--- src/rtl/tmr_pkg.sv ---
package tmr_pkg;
  localparam int unsigned DATA_W = 32;
  localparam int unsigned NFLAG  = 3;
  localparam int unsigned NPOST  = 5;

  // register offsets (software decodes these)
  localparam logic [7:0] A_ID   = 8'h00;
  localparam logic [7:0] A_CFG  = 8'h10;
  localparam logic [7:0] A_SYS  = 8'h14;
  localparam logic [7:0] A_STAT = 8'h18;
  localparam logic [7:0] A_IEN  = 8'h1C;
  localparam logic [7:0] A_WEN  = 8'h20;
  localparam logic [7:0] A_CTRL = 8'h24;
  localparam logic [7:0] A_CNT  = 8'h28;
  localparam logic [7:0] A_RLD  = 8'h2C;
  localparam logic [7:0] A_TRG  = 8'h30;
  localparam logic [7:0] A_PEND = 8'h34;
  localparam logic [7:0] A_MAT  = 8'h38;

  // posted slots; index equals pending bit position
  typedef enum int unsigned {
    PS_CTRL = 0, PS_CNT = 1, PS_RLD = 2, PS_TRG = 3, PS_MAT = 4
  } post_slot_e;

  localparam int unsigned FL_MAT = 0;
  localparam int unsigned FL_OVF = 1;
  localparam int unsigned FL_CAP = 2;

  localparam int unsigned CT_RUN = 0;
  localparam int unsigned CT_AR  = 1;
  localparam int unsigned CT_CE  = 6;
  localparam int unsigned CFG_SRST = 1;

  function automatic logic [7:0] post_addr(int unsigned slot);
    case (slot)
      0:       return A_CTRL;
      1:       return A_CNT;
      2:       return A_RLD;
      3:       return A_TRG;
      default: return A_MAT;
    endcase
  endfunction
endpackage

--- src/rtl/post_pipe.sv ---
module post_pipe #(
  parameter int unsigned W     = 32,
  parameter int unsigned DEPTH = 2
) (
  input  logic         clk,
  input  logic         rst_n,
  input  logic         clr,
  input  logic         wr_en,
  input  logic [W-1:0] wdata,
  output logic         out_vld,
  output logic [W-1:0] out_data,
  output logic         busy
);
  logic [DEPTH-1:0] vld_q;
  logic [W-1:0]     dat_q [DEPTH];

  always_ff @(posedge clk or negedge rst_n) begin
    if (!rst_n)   vld_q[0] <= 1'b0;
    else if (clr) vld_q[0] <= 1'b0;
    else          vld_q[0] <= wr_en;
  end

  always_ff @(posedge clk) dat_q[0] <= wdata;

  for (genvar s = 1; s < DEPTH; s++) begin : g_stage
    always_ff @(posedge clk or negedge rst_n) begin
      if (!rst_n)   vld_q[s] <= 1'b0;
      else if (clr) vld_q[s] <= 1'b0;
      else          vld_q[s] <= vld_q[s-1];
    end
    always_ff @(posedge clk) dat_q[s] <= dat_q[s-1];
  end

  assign out_vld  = vld_q[DEPTH-1];
  assign out_data = dat_q[DEPTH-1];
  assign busy     = |vld_q;


  pend_set_chk: assert property (@(posedge clk) disable iff (!rst_n)
    (wr_en && !clr) |=> busy);

  idle_quiet_chk: assert property (@(posedge clk) disable iff (!rst_n)
    (!busy && !wr_en) |=> !out_vld);
endmodule

--- src/rtl/count_core.sv ---
module count_core import tmr_pkg::*; #(
  parameter int unsigned W   = DATA_W,
  parameter int unsigned NFL = NFLAG
) (
  input  logic           clk,
  input  logic           rst_n,
  input  logic           clr,
  input  logic           run,
  input  logic           auto_rld,
  input  logic           cmp_en,
  input  logic [W-1:0]   reload,
  input  logic [W-1:0]   match_val,
  input  logic           cnt_ld,
  input  logic [W-1:0]   cnt_ld_val,
  input  logic           trg,
  input  logic           w1c_we,
  input  logic [NFL-1:0] w1c_mask,
  output logic [W-1:0]   count,
  output logic [NFL-1:0] status
);
  logic [W-1:0]   count_q, cnt_d;
  logic [NFL-1:0] status_q, stat_d;
  logic           ovf_evt, mat_evt;

  assign ovf_evt = run && (&count_q);
  assign mat_evt = run && cmp_en && (count_q == match_val);

  always_comb begin
    cnt_d = count_q;
    if (cnt_ld)   cnt_d = cnt_ld_val;
    else if (trg) cnt_d = reload;
    else if (run) cnt_d = ovf_evt ? (auto_rld ? reload : '0)
                                  : count_q + {{(W-1){1'b0}}, 1'b1};
  end

  always_comb begin
    stat_d = status_q;
    if (w1c_we) stat_d = stat_d & ~w1c_mask;
    if (ovf_evt) stat_d[FL_OVF] = 1'b1;
    if (mat_evt) stat_d[FL_MAT] = 1'b1;
  end

  always_ff @(posedge clk or negedge rst_n) begin
    if (!rst_n) begin
      count_q  <= '0;
      status_q <= '0;
    end else if (clr) begin
      count_q  <= '0;
      status_q <= '0;
    end else begin
      count_q  <= cnt_d;
      status_q <= stat_d;
    end
  end

  assign count  = count_q;
  assign status = status_q;


  inc_step_chk: assert property (@(posedge clk) disable iff (!rst_n)
    (run && !cnt_ld && !trg && !clr && !(&count_q)) |=> count_q == $past(count_q) + 1'b1);

  hold_chk: assert property (@(posedge clk) disable iff (!rst_n)
    (!run && !cnt_ld && !trg && !clr) |=> $stable(count_q));

  wrap_chk: assert property (@(posedge clk) disable iff (!rst_n)
    (run && (&count_q) && !cnt_ld && !trg && !clr) |=>
      (count_q == ($past(auto_rld) ? $past(reload) : '0)) && status_q[FL_OVF]);

  match_flag_chk: assert property (@(posedge clk) disable iff (!rst_n)
    (mat_evt && !clr) |=> status_q[FL_MAT]);

  w1c_chk: assert property (@(posedge clk) disable iff (!rst_n)
    (w1c_we && w1c_mask[FL_MAT] && !mat_evt && !clr) |=> !status_q[FL_MAT]);

  cap_never_chk: assert property (@(posedge clk) disable iff (!rst_n)
    !status_q[FL_CAP] |=> !status_q[FL_CAP]);

  load_wins_chk: assert property (@(posedge clk) disable iff (!rst_n)
    (cnt_ld && !clr) |=> count_q == $past(cnt_ld_val));
endmodule

--- src/rtl/upcount_timer.sv ---
module upcount_timer import tmr_pkg::*; #(
  parameter logic [3:0]  REV_MAJOR  = 4'd2,
  parameter logic [3:0]  REV_MINOR  = 4'd1,
  parameter int unsigned POST_DEPTH = 2
) (
  input  logic        clk,
  input  logic        rst_n,
  input  logic        bus_sel,
  input  logic        bus_wr,
  input  logic [7:0]  bus_addr,
  input  logic [31:0] bus_wdata,
  output logic [31:0] bus_rdata,
  output logic        irq,
  output logic        wake
);
  logic                 wr_any, soft_rst;
  logic [NPOST-1:0]     land, pend;
  logic [DATA_W-1:0]    ldat [NPOST];
  logic [DATA_W-1:0]    ctrl_q, reload_q, match_q, count_w;
  logic [NFLAG-1:0]     ien_q, wen_q, stat_w;
  logic                 done_q;

  assign wr_any   = bus_sel && bus_wr;
  assign soft_rst = wr_any && (bus_addr == A_CFG) && bus_wdata[CFG_SRST];

  for (genvar gi = 0; gi < NPOST; gi++) begin : g_post
    post_pipe #(.W(DATA_W), .DEPTH(POST_DEPTH)) u_pp (
      .clk      (clk),
      .rst_n    (rst_n),
      .clr      (soft_rst),
      .wr_en    (wr_any && (bus_addr == post_addr(gi))),
      .wdata    (bus_wdata),
      .out_vld  (land[gi]),
      .out_data (ldat[gi]),
      .busy     (pend[gi])
    );
  end

  always_ff @(posedge clk or negedge rst_n) begin
    if (!rst_n) begin
      ctrl_q <= '0; reload_q <= '0; match_q <= '0;
      ien_q  <= '0; wen_q    <= '0; done_q  <= 1'b0;
    end else if (soft_rst) begin
      ctrl_q <= '0; reload_q <= '0; match_q <= '0;
      ien_q  <= '0; wen_q    <= '0; done_q  <= 1'b0;
    end else begin
      done_q <= 1'b1;
      if (land[PS_CTRL]) ctrl_q   <= ldat[PS_CTRL];
      if (land[PS_RLD])  reload_q <= ldat[PS_RLD];
      if (land[PS_MAT])  match_q  <= ldat[PS_MAT];
      if (wr_any && bus_addr == A_IEN) ien_q <= bus_wdata[NFLAG-1:0];
      if (wr_any && bus_addr == A_WEN) wen_q <= bus_wdata[NFLAG-1:0];
    end
  end

  count_core #(.W(DATA_W), .NFL(NFLAG)) u_core (
    .clk        (clk),
    .rst_n      (rst_n),
    .clr        (soft_rst),
    .run        (ctrl_q[CT_RUN]),
    .auto_rld   (ctrl_q[CT_AR]),
    .cmp_en     (ctrl_q[CT_CE]),
    .reload     (reload_q),
    .match_val  (match_q),
    .cnt_ld     (land[PS_CNT]),
    .cnt_ld_val (ldat[PS_CNT]),
    .trg        (land[PS_TRG]),
    .w1c_we     (wr_any && bus_addr == A_STAT),
    .w1c_mask   (bus_wdata[NFLAG-1:0]),
    .count      (count_w),
    .status     (stat_w)
  );

  always_comb begin
    case (bus_addr)
      A_ID:    bus_rdata = DATA_W'({REV_MAJOR, REV_MINOR});
      A_SYS:   bus_rdata = DATA_W'(done_q);
      A_STAT:  bus_rdata = DATA_W'(stat_w);
      A_IEN:   bus_rdata = DATA_W'(ien_q);
      A_WEN:   bus_rdata = DATA_W'(wen_q);
      A_CTRL:  bus_rdata = ctrl_q;
      A_CNT:   bus_rdata = count_w;
      A_RLD:   bus_rdata = reload_q;
      A_PEND:  bus_rdata = DATA_W'(pend);
      A_MAT:   bus_rdata = match_q;
      default: bus_rdata = '0;
    endcase
  end

  assign irq  = |(stat_w & ien_q);
  assign wake = |(stat_w & wen_q);


  sreset_chk: assert property (@(posedge clk) disable iff (!rst_n)
    soft_rst |=> (count_w == '0) && (stat_w == '0) && (pend == '0) && !done_q && (ctrl_q == '0));

  done_rise_chk: assert property (@(posedge clk) disable iff (!rst_n)
    (!done_q && !soft_rst) |=> done_q);

  irq_src_chk: assert property (@(posedge clk) disable iff (!rst_n)
    irq |-> (stat_w != '0) && (ien_q != '0));

  trig_load_chk: assert property (@(posedge clk) disable iff (!rst_n)
    (land[PS_TRG] && !land[PS_CNT] && !soft_rst) |=> count_w == $past(reload_q));
endmodule

--- config.mk ---
export PLATFORM = sky130hd
export DESIGN_NAME = upcount_timer
export DESIGN_NICKNAME = d
export VERILOG_FILES = /design/src/rtl/tmr_pkg.sv /design/src/rtl/post_pipe.sv /design/src/rtl/count_core.sv /design/src/rtl/upcount_timer.sv
export SDC_FILE = /design/constraint.sdc
export NUM_CORES = 1
export LEC_CHECK = 0
export ABC_AREA = 1
export BUFFER_PORTS_ARGS = -buffer_cell sky130_fd_sc_hd__buf_2
export CORE_MARGIN = 5
export CORE_UTILIZATION = 25
export DETAILED_ROUTE_END_ITERATION = 8
export PLACE_DENSITY = 0.45
export SLEW_MARGIN = 20
export SYNTH_ARGS = -nofsm -noshare
export SYNTH_HDL_FRONTEND = slang
export SYNTH_SLANG_ARGS = --single-unit
export TNS_END_PERCENT = 100
--- constraint.sdc ---
create_clock -name clk -period 2.2 [get_ports clk]
set_clock_uncertainty 0.05 [all_clocks]
set_input_delay 0.44 -clock clk [delete_from_list [all_inputs] [get_ports clk]]
set_output_delay 0.44 -clock clk [all_outputs]
set_load 0.05 [all_outputs]
==> impl_metrics.py <==
metrics = {
    "run_status": {
        "status": "finished with violations",
        "violations": "setup timing",
    },
    "critical_path": {
        "r2r_cells": 13,
        "start_kind": "input port",
        "worstReg2RegEnd": "u_core.count[13]$_DFFE_PN0P_",
        "slowest_stage": "o2111ai_4",
        "reg2reg_slack_ns": 0.12,
        "cpPeakStageDelay_ns": 0.24,
        "cpMostUsedCell": "buf_6",
        "cp_max_fo": 16,
        "worstPathRequired_ns": 1.71,
        "r2r-start": "u_core.count[0]$_DFFE_PN0P_",
        "crit_path_end_kind": "primary output",
        "crit_type": "input port to primary output",
        "cp.arrival_ns": 1.84,
        "cp_cell_sequence": "buf_6, nor2_4, nand2_4, nor2_4, buf_6, nand2_8, buf_12, o2111ai_4, buf_6",
    },
    "power": {
        "switching_share_pct": 24.3,
        "clock_power_share_pct": 49.3,
        "powerDensity_nw_per_um2": 615,
        "pwr-share-seq_pct": 44.3,
        "max-vdd-ir-drop_mv": 0.648,
        "leakagePower_nw": 7.14,
        "p_sw_w": 0.00226,
        "p_comb_share_pct": 6.4,
        "internal_power_w": 0.00704,
    },
    "worst_hold_path": {
        "whs_path_depth": 4,
        "worstHoldStart": "bus_wr",
        "hold_path_class": "input port to register",
        "whs_endpoint": "g_post[0].u_pp.vld_q[0]$_DFF_PN0_",
    },
    "cts": {
        "htree_levels": 1,
        "clkTransAtPathRegs_ns": 0.06,
        "clock_path_buffers": 3,
        "cts-root-buf": "clkbuf_16",
        "cts_buffers": 27,
        "cts_tree": "yes",
        "cts.sinks": 212,
        "clk_latency_ns": 0.56,
    },
    "sta": {
        "rsz0062_at_grt": "yes",
        "tns_ns": -2.78,
        "hold_viol": 0,
        "relSlewSlack_pct": 67.7,
        "finalCritPeriodShare_pct": 106,
        "max_freq_mhz": 430,
        "worst_pin_slew_ns": 0.485,
        "min_period_ns": 2.33,
        "setup_slack_ns": -0.125,
        "slew_viol_final": 0,
        "setup_violations": 32,
    },
    "routing": {
        "firstDrtPassIters": 5,
        "post_drt_via_cell_ratio": 4.71,
        "num_vias": 10400,
        "drt_iter0_markers": 715,
        "wl_per_cell_um": 19.6,
        "drc": 0,
        "wl_um": 43300,
        "ant_nets": 0,
    },
    "flow_run": {
        "cap_violations": 0,
    },
    "logic_synthesis": {
        "synth_warnings": 0,
        "async_reset_ff_share_pct": 69.8,
        "yosysSeqAreaShare_pct": 47.4,
        "yosys.cell_types.count": 43,
        "synth_edf_count": 0,
        "synth_fa_ha_area_share_pct": 0.119,
        "synth_xor_area_share_pct": 1.58,
        "synth_compound_area_share_pct": 10.4,
        "syn_area_um2": 10500,
        "ys_ff_latch": 212,
        "synth_top_family_by_area": "simple AND/OR/NAND/NOR gates",
        "syn_inst": 1446,
        "synth-simple-area-share_pct": 33.3,
        "synth_nets": 1491,
        "postSynthAreaPerCell_um2": 7.27,
        "synth_ff_type": "dfrtp_1",
        "synthMuxAreaShare_pct": 0,
    },
    "placed_design": {
        "place_congestion": 0.912,
        "dp.cells": 2105,
        "port_buffers": 77,
        "placed_area_um2": 12900,
        "hpwl_um": 30400,
        "post-place-ws_ns": -0.323,
    },
    "floorplan": {
        "rows": 75,
        "core-area_um2": 41800,
        "ioPinCount": 78,
        "die_area_um2": 46300,
        "die_h_um": 215,
        "start_util_pct": 25.2,
        "die_w_um": 215,
    },
    "grt": {
        "grt_pass1_vias": 10500,
        "grt_max_degree": 47,
        "grt_overflow_total": 0,
        "antenna_found_initial": 0,
        "grt_pass1_wl_um": 66100,
        "grtUsageTotal_pct": 18.5,
    },
    "finish": {
        "drive_above_1_share_pct": 22.6,
        "final_util_pct": 36.2,
        "finalInstanceArea_um2": 15100,
        "diodes": 0,
        "syn_to_final_growth_pct": 43.8,
        "instances_no_fill": 2213,
        "nets": 1698,
        "nFillCells": 4322,
    },
}
==> cells by family (layout without fill, tap and decap cells) <==
| family | count (synthesis) | in the layout |
|---|---|---|
| buffers and inverters | 181 | 409 |
| XOR/XNOR | 19 | 19 |
| AND/OR/NAND/NOR | 840 | 840 |
| flip-flops | 212 | 212 |
| AO/OA/AOI/OAI | 193 | 193 |
| adder cells (fa/ha/maj) | 1 | 1 |
==> worst max-delay path: cells and delay by family <==
family | cells | cell delay, ns
buffers and inverters | 4 | 0.62
and+or+nand+nor | 4 | 0.50
AOI/OAI and AO/OA | 1 | 0.24
==> power groups by stage <==
stage	Sequential [W]	Clock [W]	Combinational (W)
5_1_grt	0.00414	0.00488	0.000662
2_1_floorplan	0.00415	0	0.000258
3_5_place_dp	0.00419	0	0.000507
6_report	0.00412	0.00458	0.000591
3_3_place_gp	0.00419	0	0.000503
4_1_cts	0.00412	0.00472	0.000587
==> cells in the mapped netlist, types with 5 or more instances <==
| library cell | count | area (um^2) |
|---|---|---|
| a21oi_1 | 23 | 115 |
| buf_2 | 28 | 140 |
| buf_4 | 5 | 37.5 |
| clkbuf_1 | 25 | 93.8 |
| dfrtp_1 | 148 | 3700 |
| dfxtp_1 | 64 | 1280 |
| inv_1 | 112 | 420 |
| inv_2 | 5 | 18.8 |
| nand2_1 | 578 | 2170 |
| nand3_1 | 63 | 315 |
| nand4_1 | 36 | 225 |
| nor2_1 | 123 | 462 |
| nor2_2 | 5 | 31.3 |
| o2111ai_1 | 27 | 236 |
| o21ai_0 | 115 | 576 |
| o21ai_1 | 13 | 65.1 |
| o22ai_1 | 10 | 62.6 |
| or2_2 | 10 | 62.6 |
| xnor2_1 | 8 | 70.1 |
| xor2_1 | 11 | 96.3 |
==> how the worst max path moves through the flow <==
stage	start	end	slack, ns
after detailed placement	bus_addr[7]	bus_rdata[21]	-0.32
after floorplan	bus_addr[0]	bus_rdata[16]	-0.18
after global routing	bus_addr[6]	bus_rdata[23]	-0.18
after global placement	bus_addr[0]	bus_rdata[16]	-0.31
final	bus_addr[6]	bus_rdata[11]	-0.13
after CTS	bus_addr[1]	bus_rdata[21]	-0.13
==> per-stage QoR <==
step	total power (W)	hold WS (ns)
floorplan	0.00441	0.0944
global placement	0.00470	0.261
detailed placement	0.00470	0.262
CTS	0.00943	0.203
global route	0.00968	0.232
finish	0.00930	0.230
==> placed cells by master (no fill, tap or decap), types with 29 or more instances in the layout <==
| cell | netlist | routed |
|---|---|---|
| buf_12 | 0 | 39 |
| nand2_2 | 4 | 29 |
| nand2_1 | 578 | 542 |
| inv_1 | 112 | 99 |
| nand4_1 | 36 | 36 |
| dfrtp_1 | 148 | 148 |
| dfxtp_1 | 64 | 64 |
| o21ai_0 | 115 | 112 |
| nand3_1 | 63 | 61 |
| dlygate4sd3_1 | 0 | 33 |
| nor2_1 | 123 | 119 |
| buf_4 | 5 | 86 |
| buf_6 | 2 | 36 |
| buf_2 | 28 | 39 |
==> final cells by class <==
| cell class | count | area, um^2 | area share (%) |
|---|---|---|---|
| multi-input cells | 1053 | 5520 | 36.5 |
| flip-flops and latches | 212 | 4980 | 33.0 |
| repair buffers | 241 | 2540 | 16.8 |
| clock buffers | 37 | 763 | 5.05 |
| well taps | 539 | 674 | 4.46 |
| inverters | 118 | 474 | 3.14 |
| clock inverters | 13 | 156 | 1.03 |
==> registers in the layout, indices dropped and copies added (netlist names) <==
name,cells
ctrl_q,32
done_q,1
u_core.count,32
g_post.u_pp.dat_q,64
g_post.u_pp.vld_q,5
ien_q,3
wen_q,3
g_post.u_pp.out_vld,5
match_q,32
reload_q,32
u_core.status,3
==> per-layer routing <==
metal | vias to the layer above | part of all wire (%) | GRT usage, %
met5 | - | 0 | 0
met4 | 0 | 3.6 | 7.23
met3 | 70 | 5.8 | 2.60
met2 | 323 | 46 | 29.4
met1 | 4978 | 45 | 25.4
li1 | 5053 | - | -
==> timing repair <==
action	4_1_cts	5_1_grt
buffers inserted	18	2
gates cloned	6	0
resized for setup	139	41
hold buffers	33	0
pin swaps	21	20
hold endpoints to repair	74	0
endpoints found under the setup margin	32	43
Note: power is estimated with default switching activity, not from simulation.
